File: src/rtl/cdac_pkg.sv
package cdac_pkg;

   typedef enum logic [2:0] {
      ST_IDLE,
      ST_ADDR,
      ST_AACK,
      ST_WBYTE,
      ST_WACK,
      ST_RBYTE,
      ST_RACK,
      ST_IGNORE
   } bus_st_t;

   localparam int BYTE_W = 8;
   localparam int WORD_W = 2 * BYTE_W;

endpackage

File: src/rtl/cdac_line_filter.sv
// Synchronizer plus steady-level filter for one bus line
module cdac_line_filter #(
   parameter int SYNC_STAGES = 2,
   parameter int HOLD_CYC    = 4
) (
   input  logic clk,
   input  logic rst_n,
   input  logic raw_i,
   output logic filt_o
);
   localparam int CW = $clog2(HOLD_CYC + 1);

   logic [SYNC_STAGES-1:0] sync_q;
   logic [CW-1:0]          run_q;
   logic                   lvl_q;

   always_ff @(posedge clk or negedge rst_n) begin
      if (!rst_n) begin
         sync_q <= '1;
      end else begin
         sync_q <= {sync_q[SYNC_STAGES-2:0], raw_i};
      end
   end

   always_ff @(posedge clk or negedge rst_n) begin
      if (!rst_n) begin
         lvl_q <= 1'b1;
         run_q <= '0;
      end else if (sync_q[SYNC_STAGES-1] == lvl_q) begin
         run_q <= '0;
      end else if (run_q == CW'(HOLD_CYC - 1)) begin
         lvl_q <= sync_q[SYNC_STAGES-1];
         run_q <= '0;
      end else begin
         run_q <= run_q + 1'b1;
      end
   end

   assign filt_o = lvl_q;

endmodule

File: src/rtl/cdac_bus_events.sv
// Start, stop and SCL edge detection on the filtered lines
module cdac_bus_events (
   input  logic clk,
   input  logic rst_n,
   input  logic scl_f,
   input  logic sda_f,
   output logic start_o,
   output logic stop_o,
   output logic rise_o,
   output logic fall_o
);
   logic scl_q, sda_q;

   always_ff @(posedge clk or negedge rst_n) begin
      if (!rst_n) begin
         scl_q <= 1'b1;
         sda_q <= 1'b1;
      end else begin
         scl_q <= scl_f;
         sda_q <= sda_f;
      end
   end

   assign start_o = scl_q & scl_f & sda_q & ~sda_f;
   assign stop_o  = scl_q & scl_f & ~sda_q & sda_f;
   assign rise_o  = scl_f & ~scl_q;
   assign fall_o  = ~scl_f & scl_q;

endmodule

File: src/rtl/cdac_link_fsm.sv
// Byte-level slave engine: address match, ack, two-byte write and read
module cdac_link_fsm
   import cdac_pkg::*;
#(
   parameter logic [6:0] ADDR_BASE    = 7'h0C,
   parameter int         ADDR_DC_BITS = 2
) (
   input  logic              clk,
   input  logic              rst_n,
   input  logic              start_i,
   input  logic              stop_i,
   input  logic              rise_i,
   input  logic              fall_i,
   input  logic              sda_f,
   input  logic [WORD_W-1:0] rd_word_i,
   output logic              pull_o,
   output logic              commit_o,
   output logic [WORD_W-1:0] word_o,
   output logic              rd_clear_o,
   output bus_st_t           st_o,
   output logic [3:0]        cnt_o
);
   localparam logic [3:0] LAST = 4'(BYTE_W);

   bus_st_t           st;
   logic [3:0]        cnt;
   logic [BYTE_W-1:0] sh;
   logic [BYTE_W-1:0] hi_q;
   logic [WORD_W-1:0] tx;
   logic              second, rw, macked;
   logic              hit;

   // address compare, low bits optionally don't-care
   generate
      if (ADDR_DC_BITS == 0) begin : g_full_cmp
         assign hit = (sh[7:1] == ADDR_BASE);
      end else begin : g_mask_cmp
         assign hit = (sh[7:ADDR_DC_BITS+1] == ADDR_BASE[6:ADDR_DC_BITS]);
      end
   endgenerate

   always_ff @(posedge clk or negedge rst_n) begin
      if (!rst_n) begin
         st         <= ST_IDLE;
         cnt        <= '0;
         sh         <= '0;
         hi_q       <= '0;
         tx         <= '0;
         second     <= 1'b0;
         rw         <= 1'b0;
         macked     <= 1'b0;
         pull_o     <= 1'b0;
         commit_o   <= 1'b0;
         word_o     <= '0;
         rd_clear_o <= 1'b0;
      end else begin
         commit_o   <= 1'b0;
         rd_clear_o <= 1'b0;
         if (start_i) begin
            st     <= ST_ADDR;
            cnt    <= '0;
            second <= 1'b0;
            pull_o <= 1'b0;
         end else if (stop_i) begin
            st     <= ST_IDLE;
            pull_o <= 1'b0;
         end else begin
            unique case (st)
               ST_ADDR: begin
                  if (rise_i) begin
                     sh  <= {sh[BYTE_W-2:0], sda_f};
                     cnt <= cnt + 1'b1;
                  end else if (fall_i && cnt == LAST) begin
                     if (hit) begin
                        pull_o <= 1'b1;
                        rw     <= sh[0];
                        st     <= ST_AACK;
                     end else begin
                        st <= ST_IGNORE;
                     end
                  end
               end
               ST_AACK: begin
                  if (fall_i) begin
                     cnt    <= '0;
                     second <= 1'b0;
                     if (rw) begin
                        pull_o <= ~rd_word_i[WORD_W-1];
                        tx     <= {rd_word_i[WORD_W-2:0], 1'b0};
                        st     <= ST_RBYTE;
                     end else begin
                        pull_o <= 1'b0;
                        st     <= ST_WBYTE;
                     end
                  end
               end
               ST_WBYTE: begin
                  if (rise_i) begin
                     sh  <= {sh[BYTE_W-2:0], sda_f};
                     cnt <= cnt + 1'b1;
                  end else if (fall_i && cnt == LAST) begin
                     pull_o <= 1'b1;
                     st     <= ST_WACK;
                     if (second) begin
                        commit_o <= 1'b1;   // all 16 bits in
                        word_o   <= {hi_q, sh};
                     end else begin
                        hi_q <= sh;
                     end
                  end
               end
               ST_WACK: begin
                  if (fall_i) begin
                     pull_o <= 1'b0;
                     cnt    <= '0;
                     if (second) begin
                        st <= ST_IGNORE;
                     end else begin
                        second <= 1'b1;
                        st     <= ST_WBYTE;
                     end
                  end
               end
               ST_RBYTE: begin
                  if (rise_i) begin
                     cnt <= cnt + 1'b1;
                  end else if (fall_i) begin
                     if (cnt == LAST) begin
                        pull_o <= 1'b0;
                        st     <= ST_RACK;
                     end else begin
                        pull_o <= ~tx[WORD_W-1];
                        tx     <= {tx[WORD_W-2:0], 1'b0};
                     end
                  end
               end
               ST_RACK: begin
                  if (rise_i) begin
                     macked <= ~sda_f;
                  end else if (fall_i) begin
                     cnt <= '0;
                     if (second) begin
                        rd_clear_o <= 1'b1;
                        st         <= ST_IGNORE;
                     end else if (macked) begin
                        second <= 1'b1;
                        pull_o <= ~tx[WORD_W-1];
                        tx     <= {tx[WORD_W-2:0], 1'b0};
                        st     <= ST_RBYTE;
                     end else begin
                        st <= ST_IGNORE;
                     end
                  end
               end
               default: ;                   // ST_IDLE, ST_IGNORE wait for start
            endcase
         end
      end
   end

   assign st_o  = st;
   assign cnt_o = cnt;

endmodule

File: src/rtl/cdac_regs.sv
// Input register, DAC code register and soft power-down flag
module cdac_regs
   import cdac_pkg::*;
#(
   parameter int CODE_W   = 10,
   parameter int CODE_LSB = 4,
   parameter int PD_BIT   = 15
) (
   input  logic              clk,
   input  logic              rst_n,
   input  logic              commit_i,
   input  logic [WORD_W-1:0] word_i,
   input  logic              rd_clear_i,
   output logic [WORD_W-1:0] in_reg_o,
   output logic [CODE_W-1:0] code_o,
   output logic              pd_o
);
   always_ff @(posedge clk or negedge rst_n) begin
      if (!rst_n) begin
         in_reg_o <= '0;
         code_o   <= '0;
         pd_o     <= 1'b0;
      end else if (commit_i) begin
         in_reg_o <= word_i;
         code_o   <= word_i[CODE_LSB +: CODE_W];
         pd_o     <= word_i[PD_BIT];
      end else if (rd_clear_i) begin
         in_reg_o <= '0;
      end
   end

endmodule

File: src/rtl/i2c_cdac_slave.sv
module i2c_cdac_slave
   import cdac_pkg::*;
#(
   parameter int         SYNC_STAGES  = 2,
   parameter int         FILT_CYC     = 4,
   parameter logic [6:0] ADDR_BASE    = 7'h0C,
   parameter int         ADDR_DC_BITS = 2,
   parameter int         CODE_W       = 10,
   parameter int         CODE_LSB     = 4,
   parameter int         PD_BIT       = 15
) (
   input  logic              clk,
   input  logic              rst_n,
   input  logic              scl_i,
   input  logic              sda_i,
   output logic              sda_pull_o,
   input  logic              shdn_n,
   output logic [CODE_W-1:0] dac_code_o,
   output logic              pwr_down_o
);
   localparam int N_LINES = 2;

   generate
      if (SYNC_STAGES < 2) begin : g_bad_sync
         $error("SYNC_STAGES must be at least 2");
      end
      if (FILT_CYC < 1) begin : g_bad_filt
         $error("FILT_CYC must be at least 1");
      end
      if (ADDR_DC_BITS < 0 || ADDR_DC_BITS > 6) begin : g_bad_dc
         $error("ADDR_DC_BITS out of range");
      end
      if (CODE_LSB + CODE_W > PD_BIT || PD_BIT >= WORD_W) begin : g_bad_map
         $error("code field overlaps power-down bit or word");
      end
   endgenerate

   logic [N_LINES-1:0] raw_lines, filt_lines;
   logic scl_filt, sda_filt;
   logic start_evt, stop_evt, scl_rise, scl_fall;
   logic commit, rd_clear, pd_reg;
   logic [WORD_W-1:0] wr_word, in_reg;
   bus_st_t link_st;
   logic [3:0] link_cnt;

   assign raw_lines = {sda_i, scl_i};

   // identical filter on each bus line
   for (genvar i = 0; i < N_LINES; i++) begin : g_filt
      cdac_line_filter #(
         .SYNC_STAGES(SYNC_STAGES),
         .HOLD_CYC   (FILT_CYC)
      ) u_filt (
         .clk   (clk),
         .rst_n (rst_n),
         .raw_i (raw_lines[i]),
         .filt_o(filt_lines[i])
      );
   end

   assign scl_filt = filt_lines[0];
   assign sda_filt = filt_lines[1];

   cdac_bus_events u_events (
      .clk    (clk),
      .rst_n  (rst_n),
      .scl_f  (scl_filt),
      .sda_f  (sda_filt),
      .start_o(start_evt),
      .stop_o (stop_evt),
      .rise_o (scl_rise),
      .fall_o (scl_fall)
   );

   cdac_link_fsm #(
      .ADDR_BASE   (ADDR_BASE),
      .ADDR_DC_BITS(ADDR_DC_BITS)
   ) u_link (
      .clk       (clk),
      .rst_n     (rst_n),
      .start_i   (start_evt),
      .stop_i    (stop_evt),
      .rise_i    (scl_rise),
      .fall_i    (scl_fall),
      .sda_f     (sda_filt),
      .rd_word_i (in_reg),
      .pull_o    (sda_pull_o),
      .commit_o  (commit),
      .word_o    (wr_word),
      .rd_clear_o(rd_clear),
      .st_o      (link_st),
      .cnt_o     (link_cnt)
   );

   cdac_regs #(
      .CODE_W  (CODE_W),
      .CODE_LSB(CODE_LSB),
      .PD_BIT  (PD_BIT)
   ) u_regs (
      .clk       (clk),
      .rst_n     (rst_n),
      .commit_i  (commit),
      .word_i    (wr_word),
      .rd_clear_i(rd_clear),
      .in_reg_o  (in_reg),
      .code_o    (dac_code_o),
      .pd_o      (pd_reg)
   );

   // shutdown overrides asynchronously
   assign pwr_down_o = pd_reg | ~shdn_n;

endmodule

File: config.mk
export PLATFORM = sky130hd
export DESIGN_NAME = i2c_cdac_slave
export DESIGN_NICKNAME = d
export VERILOG_FILES = /design/src/rtl/cdac_pkg.sv /design/src/rtl/cdac_line_filter.sv /design/src/rtl/cdac_bus_events.sv /design/src/rtl/cdac_link_fsm.sv /design/src/rtl/cdac_regs.sv /design/src/rtl/i2c_cdac_slave.sv
export SDC_FILE = /design/constraint.sdc
export NUM_CORES = 1
export LEC_CHECK = 0
export BUFFER_PORTS_ARGS = -buffer_cell sky130_fd_sc_hd__buf_2
export CAP_MARGIN = 20
export CORE_MARGIN = 2
export CORE_UTILIZATION = 35
export CTS_BUF_LIST = sky130_fd_sc_hd__clkbuf_8 sky130_fd_sc_hd__clkbuf_16
export CTS_CLUSTER_SIZE = 8
export DETAILED_ROUTE_END_ITERATION = 8
export PLACE_DENSITY = 0.62
export SKIP_CTS_REPAIR_TIMING = 1
export SLEW_MARGIN = 20
export SYNTH_ARGS = -nofsm -noshare
export SYNTH_HDL_FRONTEND = slang
export SYNTH_SLANG_ARGS = --single-unit
File: constraint.sdc
create_clock -name clk -period 2.53 [get_ports clk]
set_input_delay 0.3795 -clock clk [delete_from_list [all_inputs] [get_ports clk]]
set_output_delay 0.3795 -clock clk [all_outputs]
set_load 0.1 [all_outputs]
After elaboration in Yosys (flattened, before gate mapping)
Cells that the tools add are included.
{"block": "totals", "n_memories": 0, "romBits": 0, "ram_bits": 0, "out_inout_bits": 12, "ff_bits": 102, "wordCells": 187, "latch_bits": 0, "inputBits": 5}
{"block": "op_classes", "shift": 0, "bitwise": 21, "n_eq_ne": 41, "mul": 0, "n_addsub": 3, "muxes": 78, "n_div": 0, "reduce_logical": 21, "magnitude_cmp": 0}
{"cell": "16-bit 2-to-1 mux", "count": 11}
{"cell": "3-bit 2-to-1 mux", "count": 21}
{"cell": "16-bit case mux with 3 select lines", "count": 1}
{"cell": "4-bit by 3-bit != test with 1-bit output (second input constant)", "count": 9}
{"cell": "1-bit 2-to-1 mux", "count": 35}
{"cell": "12-bit AND reduction", "count": 2}
{"cell": "6-bit AND reduction", "count": 4}
{"cell": "4-bit 2-to-1 mux", "count": 5}
{"cell": "4-bit != test (second input constant)", "count": 5}
{"cell": "3-bit case mux with 6 select lines", "count": 1}
{"cell": "14-bit AND reduction", "count": 1}
{"cell": "1-bit inverter", "count": 13}
{"cell": "3-bit by 2-bit equality test with 1-bit output (second input constant)", "count": 4}
{"cell": "4-bit case mux with 3 select lines", "count": 1}
{"cell": "4-bit AND reduction", "count": 3}
{"cell": "2-bit by 1-bit != test with 1-bit output (second input constant)", "count": 5}
{"cell": "2-bit != test (second input constant)", "count": 5}
{"cell": "3-bit equality test (second input constant)", "count": 3}
{"cell": "3-bit by 2-bit != test with 1-bit output (second input constant)", "count": 3}
{"cell": "4-bit nonzero test", "count": 2}
{"cell": "8-bit nonzero test", "count": 1}
{"cell": "1-bit AND", "count": 7}
{"cell": "3-bit by 1-bit adder with 3-bit output (second input constant)", "count": 2}
{"cell": "1-bit case mux with 6 select lines", "count": 1}
{"cell": "other kinds (16)", "count": 19}

Depth between registers and ports, before layout
Gate-level depths: netlist of the first run.
{"block": "depth", "ltp_word": 8, "mapped_depth": 9, "mapped_depth_nobuf": 7}

Modules after synthesis
Synthesis of the first run repeated with hierarchy kept, for this count alone.
{"block": "unflattened", "hier_cells": 327, "hier_area_um2": 4595.7}
{"module": "cdac_link_fsm", "cells_each": 235, "seq_area_each_um2": 1501.4, "area_each_um2": 3026.7, "n_inst": 1}
{"module": "cdac_regs", "cells_each": 59, "seq_area_each_um2": 675.6, "area_each_um2": 1022.2, "n_inst": 1}
{"module": "cdac_line_filter (g_filt[0].u_filt)", "cells_each": 13, "seq_area_each_um2": 153.9, "area_each_um2": 232.7, "n_inst": 1}
{"module": "cdac_line_filter (g_filt[1].u_filt)", "cells_each": 13, "seq_area_each_um2": 153.9, "area_each_um2": 220.2, "n_inst": 1}
{"module": "cdac_bus_events", "cells_each": 6, "seq_area_each_um2": 52.6, "area_each_um2": 87.6, "n_inst": 1}
{"module": "i2c_cdac_slave", "cells_each": 1, "seq_area_each_um2": 0.0, "area_each_um2": 6.3, "n_inst": 1}

Worst setup path after synthesis of the first run
Ideal clock, no wire load.
{"block": "synth_path", "kind": "register to register", "start": "register u_link.st[0], in the netlist u_link.st_o[0]", "end": "register u_link.cnt[2], in the netlist u_link.cnt_o[2]", "slack_ns": 0.420, "n_path_buf": 1, "t_required_ns": 2.409, "arrival_time_ns": 1.989, "path_stages_with_launch": 8, "synth_period_minus_slack_ns": 2.110, "setup_time_ns": 0.121, "cell_sequence": "dfrtp_1 -> ha_1 -> nor2b_4 -> buf_6 -> or4_4 -> a32oi_4 -> o21ai_1 -> a22o_1"}
{"block": "synth_via", "elab_chain_cells": 5, "elab_cells_between_ends": 15, "cone_classes": "8 x eq/ne; 3 x mux; 4 x reduce/logical"}
{"element": "start, declared", "line_no": "cdac_link_fsm.sv:25", "text": "bus_st_t st;"}
{"element": "start signal, assigned", "line_no": "cdac_link_fsm.sv:44", "text": "st <= ST_IDLE;"}
{"element": "start signal, assigned", "line_no": "cdac_link_fsm.sv:60", "text": "st <= ST_ADDR;"}
{"element": "start signal, assigned", "line_no": "cdac_link_fsm.sv:65", "text": "st <= ST_IDLE;"}
{"element": "3-bit by 1-bit equality test with 1-bit output, or another cell as far along", "line_no": "cdac_link_fsm.sv:68", "text": "unique case (st)"}
{"element": "3-bit OR reduction (no source line) / 2-bit OR reduction (equally long branches)"}
{"element": "4-bit case mux with 3 select lines", "line_no": "cdac_link_fsm.sv:68"}
{"element": "4-bit 2-to-1 mux", "line_no": "cdac_link_fsm.sv:64", "text": "end else if (stop_i) begin"}
{"element": "4-bit 2-to-1 mux", "line_no": "cdac_link_fsm.sv:59", "text": "if (start_i) begin"}
{"element": "end signal, assigned", "line_no": "cdac_link_fsm.sv:72", "text": "cnt <= cnt + 1'b1;"}
{"element": "end signal, assigned", "line_no": "cdac_link_fsm.sv:100", "text": "cnt <= cnt + 1'b1;"}
{"element": "end signal, assigned", "line_no": "cdac_link_fsm.sv:126", "text": "cnt <= cnt + 1'b1;"}
{"element": "end, declared", "line_no": "cdac_link_fsm.sv:26", "text": "logic [3:0] cnt;"}
Several ways; a longest one is shown, not always the timed one. The select of a mux whose other input is x is not followed.
A chain may end at the register's enable or synchronous reset.

Worst setup path in the final report of the first run
Same ends and word-level chain as after synthesis.

==> results of run 1 <==
[cell type report]
type                    instances  area, sq um  share of cell area
flip-flops and latches        101         2540               0.504
multi-input cells             256         1790               0.356
clock buffers                   9          225              0.0447
well taps                     172          215              0.0427
repair buffers                 28          188              0.0373
clock inverters                 7         50.0             0.00994
inverters                       8         30.0             0.00596
[synthesized netlist by cell type (3+ instances only)]
library cell / count / share of area
sky130_fd_sc_hd__xnor2_1: 3 / 0.0059
sky130_fd_sc_hd__nand3b_1: 3 / 0.0051
sky130_fd_sc_hd__mux2i_1: 15 / 0.034
sky130_fd_sc_hd__nor2b_1: 5 / 0.0070
sky130_fd_sc_hd__o21ai_0: 34 / 0.038
sky130_fd_sc_hd__nor3_1: 6 / 0.0067
sky130_fd_sc_hd__clkbuf_1: 12 / 0.010
sky130_fd_sc_hd__a21oi_1: 8 / 0.0090
sky130_fd_sc_hd__nand3_1: 6 / 0.0067
sky130_fd_sc_hd__nand2_1: 61 / 0.051
sky130_fd_sc_hd__dfstp_2: 8 / 0.047
sky130_fd_sc_hd__a22o_1: 14 / 0.028
sky130_fd_sc_hd__nor3b_1: 5 / 0.0084
sky130_fd_sc_hd__inv_1: 8 / 0.0067
sky130_fd_sc_hd__a31oi_1: 3 / 0.0042
sky130_fd_sc_hd__mux2_2: 39 / 0.099
sky130_fd_sc_hd__dfrtp_1: 93 / 0.52
sky130_fd_sc_hd__ha_1: 9 / 0.025
sky130_fd_sc_hd__nor2_1: 8 / 0.0067
sky130_fd_sc_hd__buf_2: 4 / 0.0045
sky130_fd_sc_hd__nand2b_1: 11 / 0.015
[how the worst min path moves through the flow]
stage / depth (start not counted) / endpoint
2_1_floorplan: 0 / g_filt[0].u_filt.run_q[0]
3_3_place_gp: 1 / g_filt[0].u_filt.run_q[2]
3_5_place_dp: 1 / g_filt[0].u_filt.run_q[0]
4_1_cts: 1 / g_filt[0].u_filt.run_q[0]
5_1_grt: 1 / g_filt[1].u_filt.sync_q[0]
6_report: 1 / g_filt[0].u_filt.sync_q[0]
[power by group through the flow]
stage	combinational (mW)	sequential, mW	clock [mW]
after floorplan	1.21	1.99	0
after global placement	1.46	2.06	0
after detailed placement	1.49	2.07	0
after CTS	1.49	2.04	1.31
after global routing	1.66	2.08	1.37
final	1.49	2.05	1.26
[cells by family (layout without fill, tap and decap cells)]
group | after synthesis | after routing | synth area share
AND/OR/NAND/NOR | 114 | 114 | 0.126
flip-flops | 101 | 101 | 0.570
AO/OA/AOI/OAI | 76 | 76 | 0.113
multiplexers | 54 | 54 | 0.132
buffers and inverters | 28 | 52 | 0.0273
adder cells (fa/ha/maj) | 9 | 9 | 0.0253
XOR/XNOR | 3 | 3 | 0.00591
[routing by layer]
| layer | wire length, um | share of wire | vias up |
|---|---|---|---|
| li1 | - | - | 1401 |
| met1 | 4020 | 0.47 | 1456 |
| met2 | 3960 | 0.47 | 66 |
| met3 | 267 | 0.032 | 18 |
| met4 | 214 | 0.025 | 0 |
| met5 | 0 | 0 | - |
[through the flow]
| step | cell area [sq um] | power (mW) | worst slack (ps) |
|---|---|---|---|
| 4_1_cts | 5030 | 4.84 | 298 |
| 3_3_place_gp | 4750 | 3.53 | 374 |
| 2_1_floorplan | 4450 | 3.20 | 420 |
| 5_1_grt | 5040 | 5.10 | 148 |
| 3_5_place_dp | 4750 | 3.55 | 312 |
| 6_report | 5040 | 4.80 | 285 |
[sequential cells by signal, summed over array words and instances, names as in the netlist, 2 cells and up]
| signal | cells |
|---|---|
| g_filt.u_filt.filt_o | 2 |
| g_filt.u_filt.run_q | 6 |
| g_filt.u_filt.sync_q | 4 |
| u_link.cnt_o | 4 |
| u_link.hi_q | 8 |
| u_link.sh | 8 |
| u_link.st_o | 3 |
| u_link.tx | 15 |
| u_link.word_o | 16 |
| u_regs.code_o | 10 |
| u_regs.in_reg_o | 16 |
[layout by cell type (no fill, tap or decap), types with 2 or more instances in the layout]
master	n
sky130_fd_sc_hd__a21oi_1	8
sky130_fd_sc_hd__buf_4	11
sky130_fd_sc_hd__nand2_1	61
sky130_fd_sc_hd__buf_2	15
sky130_fd_sc_hd__dfrtp_1	93
sky130_fd_sc_hd__dfstp_2	8
sky130_fd_sc_hd__xnor2_1	3
sky130_fd_sc_hd__clkinv_2	2
sky130_fd_sc_hd__a22o_1	14
sky130_fd_sc_hd__o211ai_1	2
sky130_fd_sc_hd__clkinvlp_4	3
sky130_fd_sc_hd__mux2_2	39
sky130_fd_sc_hd__o2111ai_1	2
sky130_fd_sc_hd__nand2b_1	11
sky130_fd_sc_hd__mux2i_1	15
sky130_fd_sc_hd__nand3_1	6
sky130_fd_sc_hd__inv_1	8
sky130_fd_sc_hd__clkbuf_16	9
sky130_fd_sc_hd__a31oi_1	3
sky130_fd_sc_hd__nor3b_1	5
sky130_fd_sc_hd__nand3b_1	3
sky130_fd_sc_hd__nor2b_1	5
sky130_fd_sc_hd__nor2_1	8
sky130_fd_sc_hd__nor3_1	6
sky130_fd_sc_hd__o21ai_0	34
sky130_fd_sc_hd__o21ai_1	2
sky130_fd_sc_hd__ha_1	9
==> results summary, run 1 <==
Yosys printed 0 warnings. The internal power of the cells came out at 3.12 mW. The core region is 12,500 sq um. The part of the Yosys area used for sequential elements is 0.570.

Across all register-to-register paths, the minimum setup slack is 280 ps. On the final layout, the worst hold slack is 129 ps. The number of global-route vias before repair is 2,856.

The total power per unit cell area is 953 nW/um^2. The longest individual stage delay on the worst path is 470 ps. In the synthesized netlist, the number of instances is 385.

The maximum fanout count along the critical path came out at 7. The switching power as a share of total power came out at 0.350. Of the total power, combinational logic draws 0.310.

The antenna diode count came out at 0. In this run the power spent charging and discharging nets is 1.68 mW. In this run the critical register-to-register path is launched from u_link.st_o[0]. The detailed-route via count came out at 2,941. The proportion of layout cells with a drive suffix above 1 came out at 0.232. The CTS root buffer is sky130_fd_sc_hd__clkbuf_16. The largest net degree at the start of global routing is 90. By startpoint and endpoint, the worst setup path is classified as reg -> reg. Setup repair after global routing left no endpoint under its margin.

The startpoint of the lowest-slack hold path is scl_i. The arrival time at the worst endpoint came out at 2470 ps. The final number of hold-violating endpoints came out at 0.

At the end of routability-driven placement, the weighted congestion stood at 0.888. The signal on the critical path passes through inv_1, ha_1, a21oi_1, or4_4, a32oi_4, o21ai_1, a22o_1. The first global-routing pass estimated 14,600 um of wire. The DRC violation count after routing came out at 0. The total global routing track utilization came out at 0.137.

The reported max-cap violation count is 0. The global-route met1 utilization came out at 0.190. The maximum clock skew at final layout is 5.65 ps. The share of async-settable or async-resettable flops after synthesis came out at 1.00. The maximum vdd drop is 542 uV.

The H-tree was split into 3 levels. The number of cells on the worst reg-to-reg path came out at 7. The relative contribution of sequential cells to total power came out at 0.426. The number of nets in the synthesized netlist came out at 399. The flow ran to the end, and the final reports show no timing, DRC or antenna violations.

The cell leakage power is 2.40 nW. The HPWL reported at the end of detailed placement came out at 5800 um. The die covers 13,600 sq um. The family with the most delay on the worst path is compound AO/OA/AOI/OAI gates. Counting buffers and inverters, the worst setup path is 7 cells deep. Of the total power, the clock network draws 0.263. The path class of the tightest hold or removal check is in -> reg.

The met3 usage came out at 0.0270. The per-cell via count in the routed design came out at 5.06. The die span in y came out at 117 um. The clock edge transition at the registers on the reported setup and hold paths came out at 70 ps.

The endpoint identified for the worst register-to-register timing path is u_link.cnt_o[2]. The total standard cell area after synthesis came out at 4450 sq um. The number of setup violations in the final report is 0.

The initial antenna violation count came out at 0. After floorplanning, the core was divided into 41 placement rows. The number of routed nets with antenna violations is 0. The number of buffers created by CTS came out at 9. The shortest period the worst path allows is 2250 ps. The final net count came out at 418. The synthesized area per cell came out at 11.6 sq um. The met2 global-route usage is 0.207. TritonCTS built the clock tree. The number of primary I/O pins came out at 17.

The count of clock tree sinks came out at 101. Including well taps, the total number of placed cells is 564. The most critical setup path has its endpoint at u_link.cnt_o[2]. The sum of buffers and inverters on the critical path is 1. The beginning of the critical path is u_link.st_o[0].

The number of buffers inserted by port buffering is 16. The required time at the endpoint of the critical path came out at 2760 ps. For the pin with the worst max-slew slack, the measured transition is 573 ps.

The routed wire length came out at 8460 um. The share of the clock period used by the worst path after layout is 0.887. The final-report max-slew violation count came out at 0. The later pin in the worst-skew pair is clocked with a latency of 340 ps. Counting along the longest clock path gives a buffer depth of 2.

In this run the tightest slew margin relative to its limit is 0.618. The total negative setup slack came out at 0 ps. The count of filler cells inserted in the layout came out at 1,232. Global routing finished with a remaining overflow of 0.

After detailed routing, the average wire length per cell comes to 14.6 um. The main flop type after synthesis is sky130_fd_sc_hd__dfrtp_1. For this block, the initial DRC count from the detailed router was 191.

From synthesis to final layout, the design area changed by 13.2%. The finished layout holds 581 standard cells, fillers aside. The number of different library cells used by synthesis comes to 47.

The kind of start point of the critical path is a register. The initial utilization of the core area, before any placement, comes to 0.355. The busiest layer in global routing is met2. The final core area utilization came out at 0.402. The number of synthesized flops with an enable pin is 0.

For this design, the slowest cell found on the critical path is sky130_fd_sc_hd__or4_4. The worst setup path is captured at a register. The iteration count of the initial detailed-routing pass is 4. The floorplan die width came out at 117 um. After synthesis the netlist holds a flip-flop and latch count of 101. Static timing analysis puts the maximum clock frequency at 445 MHz.
No activity file was read; power rests on OpenSTA's default activity.
==> run 2: changes to the inputs <==
--- a/config.mk
+++ b/config.mk
@@ -8,11 +8,11 @@
 export BUFFER_PORTS_ARGS = -buffer_cell sky130_fd_sc_hd__buf_2
 export CAP_MARGIN = 20
 export CORE_MARGIN = 2
-export CORE_UTILIZATION = 35
+export CORE_UTILIZATION = 30
 export CTS_BUF_LIST = sky130_fd_sc_hd__clkbuf_8 sky130_fd_sc_hd__clkbuf_16
 export CTS_CLUSTER_SIZE = 8
 export DETAILED_ROUTE_END_ITERATION = 8
-export PLACE_DENSITY = 0.62
+export PLACE_DENSITY = 0.57
 export SKIP_CTS_REPAIR_TIMING = 1
 export SLEW_MARGIN = 20
 export SYNTH_ARGS = -nofsm -noshare
==> run 2 against run 1 <==
Against the previous run:
- via count down 1.5%
- sequential cell count unchanged
- die area increased by 16%
- fmax shrank 1.0%
- first-iteration DRC count shrank 17%
- combinational power about the same
- clock skew increased by 5.2 ps
- clock-buffer cell count is the same
- wire length about the same
- global-route usage is 2.1 points lower
- largest power group unchanged
==> results summary, run 2 (synthesis gave the netlist of run 1 again) <==
The setup path with the least slack is of type reg -> reg. The number of buffers created by CTS came out at 9. The CTS root buffer is sky130_fd_sc_hd__clkbuf_16. In the final layout, the registers with the most flip-flops are u_link.word_o x16, u_regs.in_reg_o x16, u_link.tx x15. The number of placement rows came out at 44.

The largest net degree at the start of global routing is 62. The shortest period the worst path allows is 2270 ps. In this run the number of cells on the critical path is 7. The worst register-to-register path has a setup slack of 260 ps.

The arrival time at the worst endpoint came out at 2470 ps. Clock tree synthesis found a total of 101 sinks. The final number of hold-violating endpoints came out at 0. The flow ran to the end, and the final reports show no timing, DRC or antenna violations. The proportion of layout cells with a drive suffix above 1 came out at 0.231. The detailed-route via count is 2,896. The mean routed wirelength per cell is 14.3 um.

Setup total negative slack on the finished layout was measured at 0 ps. At the later pin of the worst-skew pair, clock insertion delay measures 350 ps. Traced cell by cell, the critical path runs through inv_1, ha_1, a21oi_1, or4_4, a32oi_4, mux2i_1, o21ai_0. For the worst setup path, the data required time is 2730 ps. The antenna diode count is 0. The routed wire length came out at 8470 um. The final weighted congestion of routability-driven global placement came out at 0.854. The initial antenna violation count was 0. The number of global-route vias before repair is 2,944. The tightest min-delay check is of the in -> async type.

The layout-stage area growth over the synthesis result came out at 13.8%. The total power consumption of the routed design is 4.92 mW. The detailed router finished its first iteration with 159 violations. The HPWL reported at the end of detailed placement came out at 5880 um. The number of buffers on the longest clock path came out at 2.

The number of setup violations in the final report came out at 0. The maximum fanout count along the critical path came out at 7. STA classifies the critical path endpoint as a register.

Dividing the final minimum period by the clock period gives 0.897. The cell leakage power came out at 2.41 nW. The total power per unit cell area came out at 971 nW/um^2. The overall overflow remaining after global route is 0.

At the end of the flow, the number of nets in the layout was 416. For the pin with the worst max-slew slack, the measured transition is 528 ps. Leaving out fill and tap cells, the most frequent cell in the layout is sky130_fd_sc_hd__dfrtp_1. The area of the die is 15,800 sq um.

Counting cells, the worst reg-to-reg path comes to 7. In the global route stage, overall resource usage came out at 0.116. The family with the most delay on the worst path is compound AO/OA/AOI/OAI gates. The number of routed nets with antenna violations is 0. Timing analysis after detailed placement gives a worst setup slack of 289 ps. The longest individual stage delay on the worst path came out at 480 ps. The startpoint identified for the worst register-to-register timing path is u_link.st_o[0]. The total area inside the core boundary comes to 14,500 sq um. In this run the tightest slew margin relative to its limit is 0.644. The maximum level of the CTS H-tree is 3. The initial utilization of the core area, before any placement, comes to 0.306.

The reported max-cap violation count came out at 0. The setup slack after layout came out at 261 ps. The iteration count of the initial detailed-routing pass is 4.

The DRC violation count after routing is 0. The top cell types in the final layout, fill and taps aside, are 93 x sky130_fd_sc_hd__dfrtp_1, 61 x sky130_fd_sc_hd__nand2_1, 39 x sky130_fd_sc_hd__mux2_2. The cell type of the slowest stage on the worst timing path is sky130_fd_sc_hd__or4_4.

The first-pass GRT wire length came out at 14,900 um. After clock tree synthesis, the clock-pin slew on the worst setup and hold paths is 80 ps. The maximum clock skew at final layout came out at 10.8 ps. The maximum vdd drop came out at 799 uV. The floorplan die width is 126 um. The per-cell via count in the routed design came out at 4.90. Setup repair after global routing left no endpoint under its margin. Pin placement for this block handled 17 I/O pins. The die span in y is 126 um. TritonCTS built the clock tree. The highest clock frequency the design can meet came out at 441 MHz. Port buffering added 16 buffers. Together, buffers and inverters on the worst path number 1. STA classifies the critical path startpoint as a register. The count of filler cells inserted in the layout is 1,457.

The terminus of the critical flop-to-flop path is u_link.cnt_o[3]. The final-report max-slew violation count was 0.
[run 2: layer usage]
layer	global-route usage	vias to the layer above	routed length, um
met5	0	-	0
met3	0.0340	20	214
li1	-	1388	-
met2	0.182	40	4060
met4	0.0459	0	235
met1	0.152	1448	3960
[run 2: area by class of cell]
| cell class | instances | area [sq um] | area share |
|---|---|---|---|
| inverters | 8 | 30.0 | 0.00593 |
| well taps | 184 | 230 | 0.0455 |
| flip-flops and latches | 101 | 2540 | 0.501 |
| multi-input cells | 256 | 1790 | 0.354 |
| repair buffers | 26 | 170 | 0.0336 |
| clock buffers | 9 | 225 | 0.0445 |
| clock inverters | 7 | 78.8 | 0.0156 |
[run 2: per-stage QoR]
stage / utilization / area (sq um) / cells / hold WS [ps]
after floorplan: - / 4450 / 385 / 83.9
after global placement: 0.327 / 4760 / 575 / 347
after detailed placement: 0.327 / 4760 / 575 / 348
after CTS: 0.348 / 5060 / 591 / 22.1
after global routing: 0.348 / 5060 / 591 / 46.5
final: 0.348 / 5060 / 591 / 10.5
[run 2: report_power, final]
group          switching, mW  internal [mW]  total, mW
Clock                  0.607          0.779       1.39
Sequential             0.243           1.81       2.05
Combinational          0.839          0.644       1.48
[run 2: worst max path at each step]
stage                               from              end  slack (ps)
after floorplan           u_link.st_o[0]  u_link.cnt_o[2]         420
after global placement    u_link.st_o[0]  u_link.cnt_o[2]         390
after detailed placement  u_link.st_o[0]  u_link.cnt_o[3]         290
after CTS                 u_link.st_o[0]  u_link.cnt_o[3]         290
after global routing      u_link.st_o[1]  u_link.cnt_o[3]         130
final                     u_link.st_o[0]  u_link.cnt_o[3]         260
==> run 3: changes to the inputs <==
--- a/config.mk
+++ b/config.mk
@@ -8,11 +8,11 @@
 export BUFFER_PORTS_ARGS = -buffer_cell sky130_fd_sc_hd__buf_2
 export CAP_MARGIN = 20
 export CORE_MARGIN = 2
-export CORE_UTILIZATION = 30
+export CORE_UTILIZATION = 59
 export CTS_BUF_LIST = sky130_fd_sc_hd__clkbuf_8 sky130_fd_sc_hd__clkbuf_16
 export CTS_CLUSTER_SIZE = 8
 export DETAILED_ROUTE_END_ITERATION = 8
-export PLACE_DENSITY = 0.57
+export PLACE_DENSITY = 0.89
 export SKIP_CTS_REPAIR_TIMING = 1
 export SLEW_MARGIN = 20
 export SYNTH_ARGS = -nofsm -noshare
==> run 3 against run 2 <==
Against the previous run:
- worst setup slack better by 11 ps
- global-route usage up 10 points
- final cell count down 15%
- clock skew up 0.56 ps
- largest cell class unchanged
==> results summary, run 3 (synthesis gave the netlist of run 1 again) <==
The arrival time at the worst endpoint came out at 2520 ps. The cell leakage power came out at 2.36 nW. The CTS root buffer is sky130_fd_sc_hd__clkbuf_8. The count of clock tree sinks came out at 101.

The final number of hold-violating endpoints is 0. Dividing the final minimum period by the clock period gives 0.892. The number of routed nets with antenna violations is 0.

The final core area utilization is 0.668. The floorplan step defined a core boundary enclosing 7290 sq um. The starting density of the core came out at 0.610. The initial antenna violation count is 0. In this run the horizontal extent of the chip is 90.8 um. The proportion of layout cells with a drive suffix above 1 is 0.229.

The final weighted congestion of routability-driven global placement is 0.906. The HPWL reported at the end of detailed placement is 5960 um. Summed over all failing endpoints, the final setup total negative slack is 0 ps. The routed wire length is 8390 um.

The sum of buffers and inverters on the critical path is 1. The min-delay analysis places its worst path in the category in -> async. TritonCTS built the clock tree.

Setup violations remaining at the end of the flow were counted as 0. The mean routed wirelength per cell came out at 16.6 um. Summed over all layers, the global routing overflow is 0. The maximum level of the CTS H-tree came out at 3. The remaining max-slew budget at the tightest pin is 0.454. Across all layers, the routed design uses 2,953 vias. The transition time of the tightest slew-check pin is 816 ps.

The area of the die came out at 8250 sq um. The final-report max-slew violation count was 0. The largest registers in the layout are u_link.word_o x16, u_regs.in_reg_o x16, u_link.tx x15. The maximum vdd drop came out at 722 uV. The longest individual stage delay on the worst path came out at 480 ps. The required time at the endpoint of the critical path is 2790 ps.

The library cell used most frequently in the layout, excluding fill and tap cells, is sky130_fd_sc_hd__dfrtp_1. The total power per unit cell area is 955 nW/um^2. Setup repair after global routing left no endpoint under its margin.

The cell type of the slowest stage on the worst timing path is sky130_fd_sc_hd__or4_4. For this run, the post-layout net count is 416. The number of primary I/O pins is 17. The source-to-sink clock delay at the later pin of the worst-skew pair came out at 370 ps. Subtracting the final worst setup slack from the clock period gives 2260 ps.

Leaving out fill and tap cells, the most frequent cells in the layout are 93 x sky130_fd_sc_hd__dfrtp_1, 61 x sky130_fd_sc_hd__nand2_1, 39 x sky130_fd_sc_hd__mux2_2. The number of buffers on the longest clock path is 2. Across the run, the number of max-cap violations was 0. The first-pass GRT wire length is 14,000 um. Grouping stages by cell kind, the critical path spends the most delay in compound AO/OA/AOI/OAI gates. The worst setup path is captured at a register. The number of buffers inserted by port buffering is 16.

The critical path class is reg -> reg. The per-cell via count in the routed design is 5.85. The count of filler cells inserted in the layout is 563.

The layout-stage area growth over the synthesis result came out at 9.48%. The die span in y came out at 90.8 um. The maximum clock skew at final layout is 11.4 ps.

The detailed router finished its first iteration with 201 violations. The iteration count of the initial detailed-routing pass is 4. The clock edge transition at the registers on the reported setup and hold paths is 100 ps. The DRC violation count after routing came out at 0. The total global routing track utilization is 0.219.

The number of placement rows came out at 31. The antenna diode count came out at 0. The worst setup path is launched from a register. The run finished with clean final reports. The number of buffers created by CTS is 9. The highest clock frequency the design can meet came out at 443 MHz.

The maximum fanout count along the critical path is 7. Entering global routing, the biggest net connects 51 pins. The number of global-route vias before repair came out at 2,877. Walking the worst path, the cells encountered are inv_1, ha_1, a21oi_1, or4_4, a32oi_4, o21ai_1, a22o_1.
[run 3: cell count changes in the layout (fill, tap and decap cells not counted)]
cell and delta:
sky130_fd_sc_hd__clkbuf_16 -9, sky130_fd_sc_hd__clkbuf_8 +9, sky130_fd_sc_hd__clkinv_4 -2, sky130_fd_sc_hd__clkinvlp_4 +2
sky130_fd_sc_hd__inv_6 -2, sky130_fd_sc_hd__bufinv_16 +1, sky130_fd_sc_hd__clkinv_2 -1, sky130_fd_sc_hd__inv_8 +1
[run 3: path summary, 6_finish.rpt]
| check | start | endpoint | slack (ps) | cells after the start |
|---|---|---|---|---|
| worst min-delay path | rst_n | g_filt[0].u_filt.run_q[2] | 20 | 1 |
| worst min register to register | g_filt[1].u_filt.sync_q[0] | g_filt[1].u_filt.sync_q[1] | 360 | 0 |
| max in group asynchronous | rst_n | u_regs.code_o[8] | 1840 | 2 |
| worst max register to register | u_link.st_o[0] | u_link.cnt_o[2] | 270 | 7 |
| min in group clk | scl_i | g_filt[0].u_filt.sync_q[0] | 100 | 1 |
| worst max-delay path | u_link.st_o[0] | u_link.cnt_o[2] | 270 | 7 |
[run 3: layout make-up]
class / instances / area, sq um / share of cell area
clock buffers: 9 / 124 / 0.0254
well taps: 99 / 124 / 0.0254
multi-input cells: 256 / 1790 / 0.368
repair buffers: 26 / 170 / 0.0349
flip-flops and latches: 101 / 2540 / 0.521
inverters: 8 / 30.0 / 0.00616
clock inverters: 6 / 95.1 / 0.0195
[run 3: routing by layer]
| metal | vias to the layer above | global-route usage | wire [um] |
|---|---|---|---|
| met1 | 1482 | 0.302 | 3770 |
| li1 | 1382 | - | - |
| met4 | 0 | 0.0909 | 132 |
| met5 | - | 0 | 0 |
| met3 | 12 | 0.0476 | 367 |
| met2 | 77 | 0.339 | 4110 |
[run 3: power by group]
group / internal, mW / switching [mW]
logic: 0.644 / 0.842
clock network: 0.562 / 0.555
registers: 1.80 / 0.245
total: 3.01 / 1.64
[run 3: through the flow]
stage	hold WS (ps)	worst slack [ps]	total power, mW	instance area, sq um	std cells
CTS	23.9	298	4.67	4870	505
global placement	350	362	3.52	4650	490
floorplan	83.9	420	3.20	4450	385
global route	58.4	105	4.93	4870	505
detailed placement	347	324	3.55	4650	490
finish	20.0	272	4.65	4870	505
